<file path="config.mk">
export PLATFORM = sky130hd
export DESIGN_NAME = lin_phase_fir
export DESIGN_NICKNAME = d
export VERILOG_FILES = /design/src/rtl/fir_pkg.sv /design/src/rtl/fir_delay_line.sv /design/src/rtl/fir_preadd.sv /design/src/rtl/fir_mac.sv /design/src/rtl/lin_phase_fir.sv
export SDC_FILE = /design/constraint.sdc
export NUM_CORES = 1
export LEC_CHECK = 0
export BUFFER_PORTS_ARGS = -buffer_cell sky130_fd_sc_hd__buf_2
export CAP_MARGIN = 5
export CORE_MARGIN = 4
export CORE_UTILIZATION = 42
export DETAILED_ROUTE_END_ITERATION = 8
export PLACE_DENSITY = 0.68
export SYNTH_ARGS = -nofsm -noshare
export SYNTH_HDL_FRONTEND = slang
export SYNTH_SLANG_ARGS = --single-unit
</file>
<file path="constraint.sdc">
create_clock -name clk -period 9.31 [get_ports clk]
set_clock_uncertainty 0.2 [all_clocks]
set_input_delay 1.862 -clock clk [delete_from_list [all_inputs] [get_ports clk]]
set_output_delay 1.862 -clock clk [all_outputs]
set_load 0.02 [all_outputs]
</file>
<file path="src/rtl/fir_pkg.sv">
// Shared types and width helpers for the linear-phase FIR.
// Assumes an even tap count; widths are derived at elaboration time.
package fir_pkg;
    typedef enum logic {
        SYMMETRIC     = 1'b0,
        ANTISYMMETRIC = 1'b1
    } fir_sym_e;

    // Full-precision result width: pre-add growth bit plus tree growth.
    function automatic int fir_out_width(input int dw, input int cw, input int taps);
        return dw + 1 + cw + $clog2(taps / 2);
    endfunction
endpackage

</file>
<file path="src/rtl/fir_delay_line.sv">
// Sample history for the FIR. Slot 0 is the live input; slots 1..TAPS-1
// are registers that shift by one on every accepted sample.
// Assumes in_valid is qualified by the caller; reset is synchronous active-low.
module fir_delay_line #(
    parameter int TAPS   = 8,
    parameter int DATA_W = 12
) (
    input  logic                         clk,
    input  logic                         rst_n,
    input  logic                         in_valid,
    input  logic [DATA_W-1:0]            in_data,
    output logic [TAPS-1:0][DATA_W-1:0]  taps_o
);
    logic [TAPS-1:1][DATA_W-1:0] hist_q;

    // Shift history on accepted samples, clear on reset.
    always_ff @(posedge clk) begin
        if (!rst_n) begin
            hist_q <= '0;
        end else if (in_valid) begin
            hist_q[1] <= in_data;
            for (int i = 2; i < TAPS; i++) hist_q[i] <= hist_q[i-1];
        end
    end

    // Expose live input plus registered history.
    always_comb begin
        taps_o[0] = in_data;
        for (int i = 1; i < TAPS; i++) taps_o[i] = hist_q[i];
    end

    assert_shift_R5: assert property (@(posedge clk) disable iff (!rst_n)
        ($past(rst_n) && $past(in_valid)) |-> (hist_q[1] == $past(in_data)));

    assert_hold_R5: assert property (@(posedge clk) disable iff (!rst_n)
        ($past(rst_n) && !$past(in_valid)) |-> $stable(hist_q));
endmodule

</file>
<file path="src/rtl/fir_preadd.sv">
// Mirrored-tap pre-adders: pair k combines tap k with tap TAPS-1-k,
// adding in symmetric mode and subtracting in antisymmetric mode.
// One growth bit keeps the pair sum exact for extreme samples.
module fir_preadd #(
    parameter int               TAPS   = 8,
    parameter int               DATA_W = 12,
    parameter fir_pkg::fir_sym_e MODE  = fir_pkg::SYMMETRIC,
    localparam int              HALF   = TAPS / 2
) (
    input  logic [TAPS-1:0][DATA_W-1:0] taps_i,
    output logic [HALF-1:0][DATA_W:0]   pair_o
);
    for (genvar k = 0; k < HALF; k++) begin : g_pair
        logic signed [DATA_W:0] near_s, far_s;
        assign near_s = $signed({taps_i[k][DATA_W-1], taps_i[k]});
        assign far_s  = $signed({taps_i[TAPS-1-k][DATA_W-1], taps_i[TAPS-1-k]});
        if (MODE == fir_pkg::SYMMETRIC) begin : g_sym
            assign pair_o[k] = near_s + far_s;
        end else begin : g_anti
            assign pair_o[k] = near_s - far_s;
        end
    end
endmodule

</file>
<file path="src/rtl/fir_mac.sv">
// Multiplies each pre-added pair by its unique coefficient and sums the
// products at full precision. Coefficient k sits at COEFS[k*COEF_W +: COEF_W].
module fir_mac #(
    parameter int                     HALF   = 4,
    parameter int                     IN_W   = 13,
    parameter int                     COEF_W = 12,
    parameter logic [HALF*COEF_W-1:0] COEFS  = '0,
    parameter int                     OUT_W  = 27,
    localparam int                    PROD_W = IN_W + COEF_W
) (
    input  logic [HALF-1:0][IN_W-1:0] pair_i,
    output logic signed [OUT_W-1:0]   sum_o
);
    logic signed [PROD_W-1:0] prod_w [HALF];

    for (genvar k = 0; k < HALF; k++) begin : g_mul
        localparam logic signed [COEF_W-1:0] HK = COEFS[k*COEF_W +: COEF_W];
        assign prod_w[k] = $signed(pair_i[k]) * HK;
    end

    // Accumulate sign-extended products.
    always_comb begin
        sum_o = '0;
        for (int k = 0; k < HALF; k++) sum_o = sum_o + OUT_W'(prod_w[k]);
    end
endmodule

</file>
<file path="src/rtl/lin_phase_fir.sv">
// Even-length linear-phase FIR with mirrored pre-adders and TAPS/2
// multipliers. One output register; latency one cycle from in_valid.
// Assumes in_valid is low during reset. Result is full precision.
module lin_phase_fir #(
    parameter int                         TAPS   = 8,
    parameter int                         DATA_W = 12,
    parameter int                         COEF_W = 12,
    parameter fir_pkg::fir_sym_e          MODE   = fir_pkg::SYMMETRIC,
    parameter logic [TAPS/2*COEF_W-1:0]   COEFS  = {12'sd300, -12'sd40, 12'sd17, 12'sd5},
    localparam int                        HALF   = TAPS / 2,
    localparam int                        OUT_W  = fir_pkg::fir_out_width(DATA_W, COEF_W, TAPS)
) (
    input  logic                     clk,
    input  logic                     rst_n,
    input  logic                     in_valid,
    input  logic [DATA_W-1:0]        in_data,
    output logic                     out_valid,
    output logic signed [OUT_W-1:0]  out_data
);
    logic [TAPS-1:0][DATA_W-1:0] taps_w;
    logic [HALF-1:0][DATA_W:0]   pair_w;
    logic signed [OUT_W-1:0]     sum_w;

    fir_delay_line #(.TAPS(TAPS), .DATA_W(DATA_W)) u_line (
        .clk(clk), .rst_n(rst_n), .in_valid(in_valid),
        .in_data(in_data), .taps_o(taps_w)
    );

    fir_preadd #(.TAPS(TAPS), .DATA_W(DATA_W), .MODE(MODE)) u_pre (
        .taps_i(taps_w), .pair_o(pair_w)
    );

    fir_mac #(.HALF(HALF), .IN_W(DATA_W + 1), .COEF_W(COEF_W),
              .COEFS(COEFS), .OUT_W(OUT_W)) u_mac (
        .pair_i(pair_w), .sum_o(sum_w)
    );

    // Register the result and its strobe once per accepted sample.
    always_ff @(posedge clk) begin
        if (!rst_n) begin
            out_valid <= 1'b0;
            out_data  <= '0;
        end else begin
            out_valid <= in_valid;
            if (in_valid) out_data <= sum_w;
        end
    end

    assert_reset_R1: assert property (@(posedge clk)
        (!$past(rst_n) && rst_n) |-> (!out_valid && out_data == '0));

    assert_valid_R2: assert property (@(posedge clk) disable iff (!rst_n)
        $past(rst_n) |-> (out_valid == $past(in_valid)));

    assert_hold_R6: assert property (@(posedge clk) disable iff (!rst_n)
        ($past(rst_n) && !$past(in_valid)) |-> $stable(out_data));
endmodule

</file>
# Word-level counts from Yosys, hierarchy flattened
# Cells that the tools add are included.
[totals]
in_bits = 15
wordCells = 20
output_inout_bits = 28
ff_bits = 112
[op_classes]
multipliers = 4
add_sub_neg = 7
[op_table]
columns = ["op", "n"]
rows = [
  ["$add A12 B12 Y13", 4],
  ["$mul A13 B4 Y17 const B", 2],
  ["$add A27 B23 Y27", 1],
  ["$add A20 B20 Y21", 1],
  ["$mul A13 B8 Y21 const B", 1],
  ["$add A17 B19 Y20", 1],
  ["$mul A13 B6 Y19 const B", 1],
]

# Logic depth before layout (Yosys ltp)
# Gate-level depths: netlist (run 1).
[depth]
word_depth = 5
ltp_mapped = 42

# By module
# Synthesis (run 1) repeated with hierarchy kept, for this count alone.
[hier_totals]
cells_unflattened = 1395
area_unflattened_um2 = 13067.5
[by_module_without_submodules]
columns = ["mod", "instances", "cells_each", "seq_area_each_um2", "area_per_inst_um2"]
rows = [
  ["fir_mac", 1, 792, 0.0, 6761.5],
  ["fir_delay_line", 1, 283, 1681.6, 3335.7],
  ["fir_preadd", 1, 232, 0.0, 1905.6],
  ["lin_phase_fir", 1, 88, 560.5, 1064.8],
]

# Worst setup path before layout (run 1)
# No wires, ideal clock.
[synth_path]
path_kind = "input -> register"
from = "input in_data[0]"
to = "register out_data[22]"
stages = 34
setup_slack_ps = 583
required_ps = 8988
setup_ps = 122
t_arrival_ps = 8405
cell_sequence = "ha_1 fa_1 a21o_1 a21oi_1 o21bai_1 a21oi_1 o21bai_1 a21oi_1 o21bai_1 a21oi_1 xnor2_1 ha_1 inv_1 fa_1 fa_1 inv_1 ha_1 a21o_1 a21oi_1 inv_1 o21ai_4 or2b_1 a21oi_1 xnor2_1 ha_1 a21o_1 a21o_1 nor2b_1 a211o_1 a21o_1 o21a_1 a2bb2oi_2 mux2i_1 a311o_1"
[synth_between]
elab_chain_cells = 5
[synth_rtl]
columns = ["element", "line_no", "text"]
rows = [
  ["from (decl)", "lin_phase_fir.sv:16", "input logic [DATA_W-1:0] in_data,"],
  ["$add A12 B12 Y13", "fir_preadd.sv:18", "assign pair_o[k] = near_s + far_s;"],
  ["$mul A13 B4 Y17", "fir_mac.sv:18", "assign prod_w[k] = $signed(pair_i[k]) * HK;"],
  ["$add A17 B19 Y20", "fir_mac.sv:24", "for (int k = 0; k < HALF; k++) sum_o = sum_o + OUT_W'(prod_w[k]);"],
  ["$add A20 B20 Y21", "fir_mac.sv:24", ""],
  ["$add A27 B23 Y27", "fir_mac.sv:24", ""],
  ["to (signal assigned)", "lin_phase_fir.sv:45", "if (in_valid) out_data <= sum_w;"],
  ["to (decl)", "lin_phase_fir.sv:18", "output logic signed [OUT_W-1:0] out_data"],
]
# Every way passes these cells.
# A chain may end at the register's enable or synchronous reset.

# Worst setup path after layout (run 1)
[layout_path]
from = "register u_line.hist_q, in the netlist u_line.taps_o[61]"
to = "register out_data[22]"
[layout_between]
elab_chain_cells = 4
[layout_rtl]
columns = ["element", "line_no", "text"]
rows = [
  ["from (decl)", "fir_delay_line.sv:14", "logic [TAPS-1:1][DATA_W-1:0] hist_q;"],
  ["$add A12 B12 Y13", "fir_preadd.sv:18", ""],
  ["$mul A13 B4 Y17", "fir_mac.sv:18", ""],
  ["$add A20 B20 Y21", "fir_mac.sv:24", ""],
  ["$add A27 B23 Y27", "fir_mac.sv:24", ""],
]
# Every way passes these cells.

==> flow_summary.json, run 1 <==
{
  "hold_buffers": 0,
  "crit_cells": 38,
  "synthCells": 1400,
  "setup_tns_ps": 0,
  "worstMarginPinSlew_ps": 977,
  "cts_made_buffers": 9,
  "path_common_cell": "ha_1",
  "synthFlopType": "dfxtp_1",
  "hold_path.class": "flip-flop to flip-flop",
  "critPathCaptureType": "flip-flop",
  "final_cell_mix": "218 x ha_1, 197 x inv_1, 117 x nor2b_1, 110 x dfxtp_1, 98 x mux2i_1",
  "max_freq_mhz": 114,
  "gp_congestion": 0.864,
  "yosysUniqueCellTypes": 61,
  "yosys_warnings": 0,
  "cts_buffer_depth": 2,
  "htree_levels": 3,
  "cts-root-buf": "clkbuf_16",
  "port_buffers": 42,
  "dpl_cell_area_mm2": 0.0134,
  "cp_num_buf_inv": 5,
  "setup_viol_count_final": 0,
  "gr-total-overflow": 0,
  "grt_usage_pct": 16.0,
  "start_kind": "flip-flop",
  "synth-seq-cells": 112,
  "grt_max_degree": 114,
  "place_ws_ps": -68.6,
  "final_common_cell": "ha_1",
  "grt_pass1_wl_um": 44500,
  "dp_hpwl_um": 21800,
  "reg2regPathDepth": 38,
  "first_pass_iters": 5,
  "drc": 0,
  "fin_area_mm2": 0.0138,
  "dp.cells": 1822,
  "slew_headroom_pct": 34.9,
  "io-pin-count": 43,
  "rows": 63,
  "antenna_found_initial": 0,
  "n_antenna_cell": 0,
  "whs_path_depth": 1,
  "slew_viol_final": 0,
  "cts_setup_buffers": 0,
  "first_iter_violations": 426,
  "synth_nets": 1710,
  "path_clk_slew_ps": 80,
  "crit_slowest_cell": "fa_1",
  "path_class": "flip-flop to flip-flop",
  "vias": 9509,
  "cts_tree": "yes",
  "setup_slack_ps": 503,
  "p_leak_nw": 7.01,
  "wirelength_um": 26400,
  "power.density_mw_per_mm2": 332,
  "critPathMaxStageDelay_ps": 550,
  "maxCapViolCount": 0,
  "via_per_inst": 5.17,
  "core_area_mm2": 0.0297,
  "critPathMaxFanout": 5,
  "fin_nets": 1753,
  "final_antenna_net_count": 0,
  "yosysSeqAreaShare_pct": 17.7,
  "syn-cell-area_mm2": 0.0127,
  "min_period_ps": 8810,
  "final_hold_viol_count": 0,
  "insertion_delay_ps": 360,
  "die_h_um": 182,
  "avgSynthCellArea_um2": 9.07,
  "worst_ep_required_time_ps": 9360,
  "filler_cell_count": 2825,
  "async_flop_share_pct": 0,
  "status": "finished clean",
  "initial_core_util_pct": 42.7,
  "drive_gt1_share_pct": 7.25,
  "wl_per_cell_um": 14.4,
  "post_cts_resized": 0,
  "period_share_pct": 94.6,
  "syn_to_final_growth_pct": 8.56,
  "grt_pass1_vias": 9136,
  "crit_family": "adder cells",
  "layout.cells.non_filler": 1838,
  "die_w_um": 182,
  "arrival_ps": 8850,
  "irDropWorstVdd_uv": 260,
  "cts_sinks": 112,
  "synth_edf_count": 0,
  "die-area_mm2": 0.0331
}
-- flip-flops by register name, summed over array words and instances (netlist names) --
name           count
u_line.taps_o     84
out_valid          1
out_data          27
-- worst reg2reg max path: cells and delay by family, from the launching register on --
family,cells,cell delay [ps]
fa+ha+maj,9,3380
xor+xnor,2,330
simple gates,6,800
flops,1,400
mux,1,90
compound gates,15,3070
buf+inv,5,430
-- stage by stage --
stage	hold WS, ps	util (%)	total power, W
final	289	46.4	0.00457
after global routing	308	46.4	0.00507
after CTS	294	46.1	0.00452
after detailed placement	277	45.2	0.00411
after global placement	268	45.2	0.00404
after floorplan	287	-	0.00331
-- cells by family (layout without fill, tap and decap cells) --
kind of cell               Yosys count  count (layout)  share of synthesized area (%)
muxes                               98              98                           7.72
xor gates and xnor gates           116             116                           8.06
DFF                                112             112                           17.7
adders and majority gates          295             295                           33.6
buffers and inverters              225             273                           6.65
AOI/OAI and AO/OA                  265             265                           14.1
and+or+nand+nor                    289             289                           12.3
-- cell usage after synthesis (5+ instances only) --
master / instances / share of area, %
a211oi_1: 10 / 0.59
a21o_1: 36 / 2.1
a21oi_1: 78 / 3.1
a31oi_1: 9 / 0.44
and2_1: 5 / 0.25
and3_1: 6 / 0.30
buf_1: 5 / 0.15
clkbuf_1: 22 / 0.65
dfxtp_1: 112 / 18
fa_1: 76 / 12
ha_1: 219 / 22
inv_1: 197 / 5.8
mux2i_1: 98 / 7.7
nand2_1: 35 / 1.0
nand2b_1: 9 / 0.44
nand3_1: 13 / 0.51
nor2_1: 64 / 1.9
nor2b_1: 118 / 5.8
nor3_1: 12 / 0.47
o21a_1: 30 / 1.8
o21ai_0: 35 / 1.4
o21bai_1: 19 / 1.1
o31a_1: 8 / 0.55
or2_2: 5 / 0.25
or3_1: 8 / 0.39
xnor2_1: 85 / 5.9
xor2_1: 30 / 2.1
-- final cells by class --
cell class	count	area, um^2	area share (%)
Sequential cell	112	2240	16.3
Clock inverter	5	38.8	0.281
Multi-Input combinational cell	1063	9690	70.3
Tap cell	390	488	3.54
Inverter	198	743	5.39
Clock buffer	11	233	1.69
Timing Repair Buffer	59	344	2.50
-- report_power, final --
part	leakage (nW)	switching [W]	internal (W)	total [W]
logic	5.96	0.00203	0.00161	0.00364
registers	0.913	0.0000234	0.000530	0.000553
clock network	0.136	0.000191	0.000185	0.000377
-- layer usage --
layer	up-vias	routed length (um)	part of all wire (%)	track usage [%]
met4	0	457	1.7	3.99
met2	122	12500	47	27.0
li1	4839	-	-	-
met3	27	608	2.3	1.68
met5	-	0	0	0
met1	4521	12900	49	22.1
-- final timing paths --
check                                       start            to  slack, ps
worst max register to register  u_line.taps_o[61]  out_data[22]        500
worst min register to register        out_data[9]   out_data[9]        290
worst min-delay path                  out_data[9]   out_data[9]        290
worst max-delay path            u_line.taps_o[61]  out_data[22]        500
Note: power is estimated with default switching activity, not from simulation.
==> inputs of run 2 (changes only) <==
--- a/config.mk
+++ b/config.mk
@@ -9,6 +9,7 @@
 export CAP_MARGIN = 5
 export CORE_MARGIN = 4
 export CORE_UTILIZATION = 42
+export CTS_BUF_LIST = sky130_fd_sc_hd__clkbuf_16
 export DETAILED_ROUTE_END_ITERATION = 8
 export PLACE_DENSITY = 0.68
 export SYNTH_ARGS = -nofsm -noshare
==> flow_summary.json, run 2 (same netlist as run 1, synthesis figures left out) <==
{
  "largest_register_ffs": 84,
  "post_cts_resized": 0,
  "rows": 63,
  "gp_congestion": 0.864,
  "first_iter_violations": 426,
  "top_layer": "met4",
  "grt_usage_pct": 16.0,
  "setup_slack_ps": 499,
  "grt_pass1_wl_um": 44500,
  "start_kind": "flip-flop",
  "vias": 9511,
  "grt_pass1_vias": 9136,
  "cts-root-buf": "clkbuf_16",
  "setup_tns_ps": 0,
  "path_class": "flip-flop to flip-flop",
  "first_pass_iters": 5,
  "hold_ws_ps": 289,
  "slew_headroom_pct": 34.9,
  "whs_path_depth": 1,
  "hold_buffers": 0,
  "setup_viol_count_final": 0,
  "drc": 0,
  "worstMarginPinSlew_ps": 977,
  "path_common_cell": "ha_1",
  "filler_cell_count": 2825,
  "port_buffers": 42,
  "max_freq_mhz": 113,
  "cts_setup_buffers": 0,
  "syn_to_final_growth_pct": 8.56,
  "period_share_pct": 94.6,
  "dp_hpwl_um": 21800,
  "p_leak_nw": 7.02,
  "irDropWorstVdd_uv": 260,
  "via_per_inst": 5.17,
  "cts_tree": "yes",
  "arrival_ps": 8860,
  "crit_slowest_cell": "fa_1",
  "io-pin-count": 43,
  "r2r_slack_ps": 500,
  "critPathMaxFanout": 5,
  "gr-total-overflow": 0,
  "maxCapViolCount": 0,
  "insertion_delay_ps": 360,
  "timing.rr.start": "u_line.taps_o[61]",
  "min_period_ps": 8810,
  "die_w_um": 182,
  "critPathCaptureType": "flip-flop",
  "final_cell_mix": "218 x ha_1, 199 x inv_1, 117 x nor2b_1, 110 x dfxtp_1, 98 x mux2i_1",
  "grt_max_degree": 114,
  "core_area_mm2": 0.0297,
  "reg2regPathDepth": 38,
  "initial_core_util_pct": 42.7,
  "drive_gt1_share_pct": 7.25,
  "wl_met3_um": 608,
  "cts_buffer_depth": 2,
  "n_antenna_cell": 0,
  "power.density_mw_per_mm2": 331,
  "r2r_end": "out_data[22]",
  "hold_path.class": "flip-flop to flip-flop",
  "cts_made_buffers": 9,
  "hold_start": "out_data[9]",
  "path_clk_slew_ps": 80,
  "status": "finished clean",
  "critPathMaxStageDelay_ps": 550,
  "place_ws_ps": -68.6,
  "min_to": "out_data[9]",
  "final_common_cell": "ha_1",
  "wl_per_cell_um": 14.4,
  "final_hold_viol_count": 0,
  "power_w": 0.00457,
  "htree_levels": 3,
  "m1WireLength_um": 12900,
  "final_antenna_net_count": 0,
  "slew_viol_final": 0,
  "cts_sinks": 112,
  "met2_length_um": 12500,
  "fin_nets": 1753,
  "die_h_um": 182,
  "die-area_mm2": 0.0331,
  "antenna_found_initial": 0,
  "worst_ep_required_time_ps": 9360,
  "wirelength_um": 26400
}
run 2: layer usage:
metal	vias up	track usage [%]
met5	-	0
li1	4839	-
met2	122	27.0
met1	4523	22.1
met3	27	1.68
met4	0	3.99
run 2: area by class of cell:
class	instances	area [um^2]	share of cell area [%]
Sequential cell	112	2240	16.3
Clock inverter	7	46.3	0.336
Multi-Input combinational cell	1063	9690	70.3
Clock buffer	9	225	1.63
Inverter	198	743	5.39
Tap cell	390	488	3.54
Timing Repair Buffer	59	344	2.50
run 2: how the worst max path moves through the flow:
stage / startpoint / end / slack (ps) / cells past startpoint
2_1_floorplan: in_data[0] / out_data[22] / 580 / 34
3_3_place_gp: in_data[0] / out_data[22] / 130 / 33
3_5_place_dp: in_data[0] / out_data[22] / -70 / 35
4_1_cts: u_line.taps_o[24] / out_data[19] / 130 / 39
5_1_grt: u_line.taps_o[61] / out_data[19] / -8 / 37
6_report: u_line.taps_o[61] / out_data[22] / 500 / 38
run 2: metrics by stage:
step	utilization [%]	std cells	cell area, um^2
after floorplan	-	1400	12700
after global placement	45.2	1822	13400
after detailed placement	45.2	1822	13400
after CTS	46.1	1838	13700
after global routing	46.4	1838	13800
final	46.4	1838	13800
run 2: worst max-delay path, delay by kind of cell, from the launching register on:
family / cells / cell delay (ps)
buf+inv: 5 / 430
simple gates: 6 / 800
mux: 1 / 90
flops: 1 / 400
fa+ha+maj: 9 / 3370
compound gates: 15 / 3070
xor+xnor: 2 / 330
run 2: power by group:
| group | leakage [nW] | switching, W | internal (W) | total, W |
|---|---|---|---|---|
| logic | 5.96 | 0.00203 | 0.00161 | 0.00364 |
| registers | 0.913 | 0.0000234 | 0.000530 | 0.000553 |
| clock network | 0.144 | 0.000192 | 0.000183 | 0.000375 |
| total | 7.02 | 0.00225 | 0.00232 | 0.00457 |
==> inputs of run 3 (changes only) <==
--- a/config.mk
+++ b/config.mk
@@ -5,6 +5,7 @@
 export SDC_FILE = /design/constraint.sdc
 export NUM_CORES = 1
 export LEC_CHECK = 0
+export ABC_AREA = 1
 export BUFFER_PORTS_ARGS = -buffer_cell sky130_fd_sc_hd__buf_2
 export CAP_MARGIN = 5
 export CORE_MARGIN = 4
==> constraint.sdc (replaced) <==
create_clock -name clk -period 9.31 [get_ports clk]
set_clock_uncertainty 0.2 [all_clocks]
set_input_delay 1.862 -clock clk [delete_from_list [all_inputs] [get_ports clk]]
set_output_delay 1.862 -clock clk [all_outputs]
set_load 0.005 [all_outputs]
==> flow_summary.json, run 3 <==
{
  "seq_area_mm2": 0.00224,
  "synth-seq-cells": 112,
  "slew_headroom_pct": 36.5,
  "rsz0062_at_grt": "no",
  "grt_pass1_vias": 10500,
  "syn-cell-area_mm2": 0.0127,
  "synth_top_family_by_area": "adder cells",
  "cts_made_buffers": 9,
  "timing.rr.start": "u_line.taps_o[60]",
  "maxCapViolCount": 0,
  "whs_path_depth": 2,
  "yosysUniqueCellTypes": 47,
  "final_common_cell": "inv_1",
  "critPathMaxStageDelay_ps": 540,
  "path_class": "flip-flop to flip-flop",
  "drive_gt1_share_pct": 6.04,
  "filler_cell_count": 3023,
  "grt_max_degree": 102,
  "r2r_end": "out_data[19]",
  "crit_family": "adder cells",
  "synth-xor-area-share_pct": 7.69,
  "yosys.area_share.simple_pct": 17.8,
  "multi_input_area_mm2": 0.00927,
  "final_cell_mix": "293 x inv_1, 255 x nor2_1, 219 x ha_1, 205 x nand2_1, 131 x o21ai_0",
  "synth.area.top_cells": "ha_1 22%, dfxtp_1 18%, fa_1 12%",
  "cts_tree": "yes",
  "synthFlopType": "dfxtp_1",
  "dp_hpwl_um": 24900,
  "htree_levels": 3,
  "synth_top_area_cell": "ha_1",
  "crit_slowest_cell": "fa_1",
  "synth_top_area_share_pct": 21.5,
  "cts_sinks": 112,
  "first_pass_iters": 5,
  "synthCells": 1705,
  "grt_pass1_wl_um": 50400,
  "yosysMostFrequentCell": "inv_1",
  "yosys_warnings": 0,
  "path_clk_slew_ps": 80,
  "path_common_cell": "ha_1",
  "critPathCaptureType": "flip-flop",
  "first_iter_violations": 540,
  "async_flop_share_pct": 0,
  "r2r_slack_ps": 790,
  "gr-total-overflow": 0,
  "die_h_um": 182,
  "start_kind": "flip-flop",
  "via_per_inst": 5.08,
  "die_w_um": 182,
  "setup_tns_ps": 0,
  "final_hold_viol_count": 0,
  "status": "finished clean",
  "yosys-top-cells-count": "294 x inv_1, 255 x nor2_1, 219 x ha_1",
  "vias": 10800,
  "synth_compound_area_share_pct": 13.5,
  "fin_nets": 2042,
  "setup_viol_count_final": 0,
  "hold_start": "out_data[26]",
  "max_freq_mhz": 117,
  "min_to": "out_data[26]",
  "largest_register_ffs": 84,
  "wl_per_cell_um": 14.2,
  "antenna_found_initial": 0,
  "avgSynthCellArea_um2": 7.47,
  "period_share_pct": 91.5,
  "grt_usage_pct": 18.3,
  "gp_congestion": 0.925,
  "insertion_delay_ps": 370,
  "final_antenna_net_count": 0,
  "cts-root-buf": "clkbuf_16",
  "synth_edf_count": 0,
  "initial_core_util_pct": 42.7,
  "wirelength_um": 30200,
  "slew_viol_final": 0,
  "worst_ep_required_time_ps": 9420,
  "yosys-mux-area-fraction_pct": 0,
  "cp_num_buf_inv": 6,
  "synthAdderAreaFrac_pct": 33.5,
  "core_area_mm2": 0.0298,
  "rows": 63,
  "yosysSeqAreaShare_pct": 17.6,
  "die-area_mm2": 0.0332,
  "io-pin-count": 43,
  "reg2regPathDepth": 42,
  "n_antenna_cell": 0,
  "synth_nets": 2015,
  "worstMarginPinSlew_ps": 952,
  "cts_buffer_depth": 2,
  "critPathMaxFanout": 5,
  "min_period_ps": 8520,
  "syn_to_final_growth_pct": 7.48,
  "arrival_ps": 8630,
  "port_buffers": 42,
  "hold_path.class": "flip-flop to flip-flop",
  "drc": 0
}
run 3: cell types whose count changed in the layout (fill, tap and decap cells not counted), moves of 94 or more:
cell	previous run	this run
nor2b_1	117	0
nor2_1	64	255
inv_1	199	293
mux2i_1	98	0
nand2_1	35	205
o21ai_0	29	131
run 3: cells by family after synthesis:
family / count (synthesis)
and+or+nand+nor: 549
buffers and inverters: 331
AOI/OAI and AO/OA: 310
adders and majority gates: 295
DFF: 112
xor gates and xnor gates: 108
run 3: through the flow:
stage	hold slack [ps]	area [um^2]	utilization (%)	setup WS, ps	cells
after floorplan	259	12700	-	1430	1705
after global placement	255	13300	44.7	739	2108
after detailed placement	266	13300	44.7	575	2108
after CTS	280	13600	45.7	549	2124
after global routing	309	13700	45.9	19.3	2127
final	278	13700	45.9	788	2127
run 3: worst max-delay path by stage:
stage / from / endpoint / depth (start not counted) / slack (ps)
detailed placement: in_data[0] / out_data[20] / 34 / 580
global placement: in_data[0] / out_data[20] / 34 / 740
finish: u_line.taps_o[60] / out_data[19] / 42 / 790
CTS: u_line.taps_o[60] / out_data[19] / 42 / 550
floorplan: u_line.taps_o[24] / out_data[20] / 42 / 1430
global route: u_line.taps_o[60] / out_data[24] / 46 / 20
run 3: what timing repair did:
| action | CTS | global route |
|---|---|---|
| buffers inserted | 0 | 3 |
| endpoints found under the setup margin | 0 | 5 |
| hold buffers | 0 | 0 |
| gates resized for setup | 0 | 6 |
run 3: worst min-delay path, delay by kind of cell (launching register included):
kind / cells / cell delay (ps)
AO/OA/AOI/OAI: 1 / 60
AND/OR/NAND/NOR: 1 / 70
flip-flops: 1 / 310
run 3: final cells by class:
cell class	instances	share of cell area (%)
Sequential cell	112	16.4
Clock buffer	9	1.65
Multi-Input combinational cell	1262	67.7
Clock inverter	7	0.475
Timing Repair Buffer	52	2.10
Inverter	295	8.10
Tap cell	390	3.57
run 3: metal layers:
layer / up-vias / track usage [%] / part of all wire, %
met3: 37 / 2.41 / 4.0
met5: - / 0 / 0
li1: 5526 / - / -
met4: 0 / 4.92 / 2.4
met2: 205 / 31.9 / 47
met1: 5029 / 23.9 / 47
Power of run 3 is not shown: default switching activity piles up to over one toggle a cycle in this logic, so the estimate is an artifact.
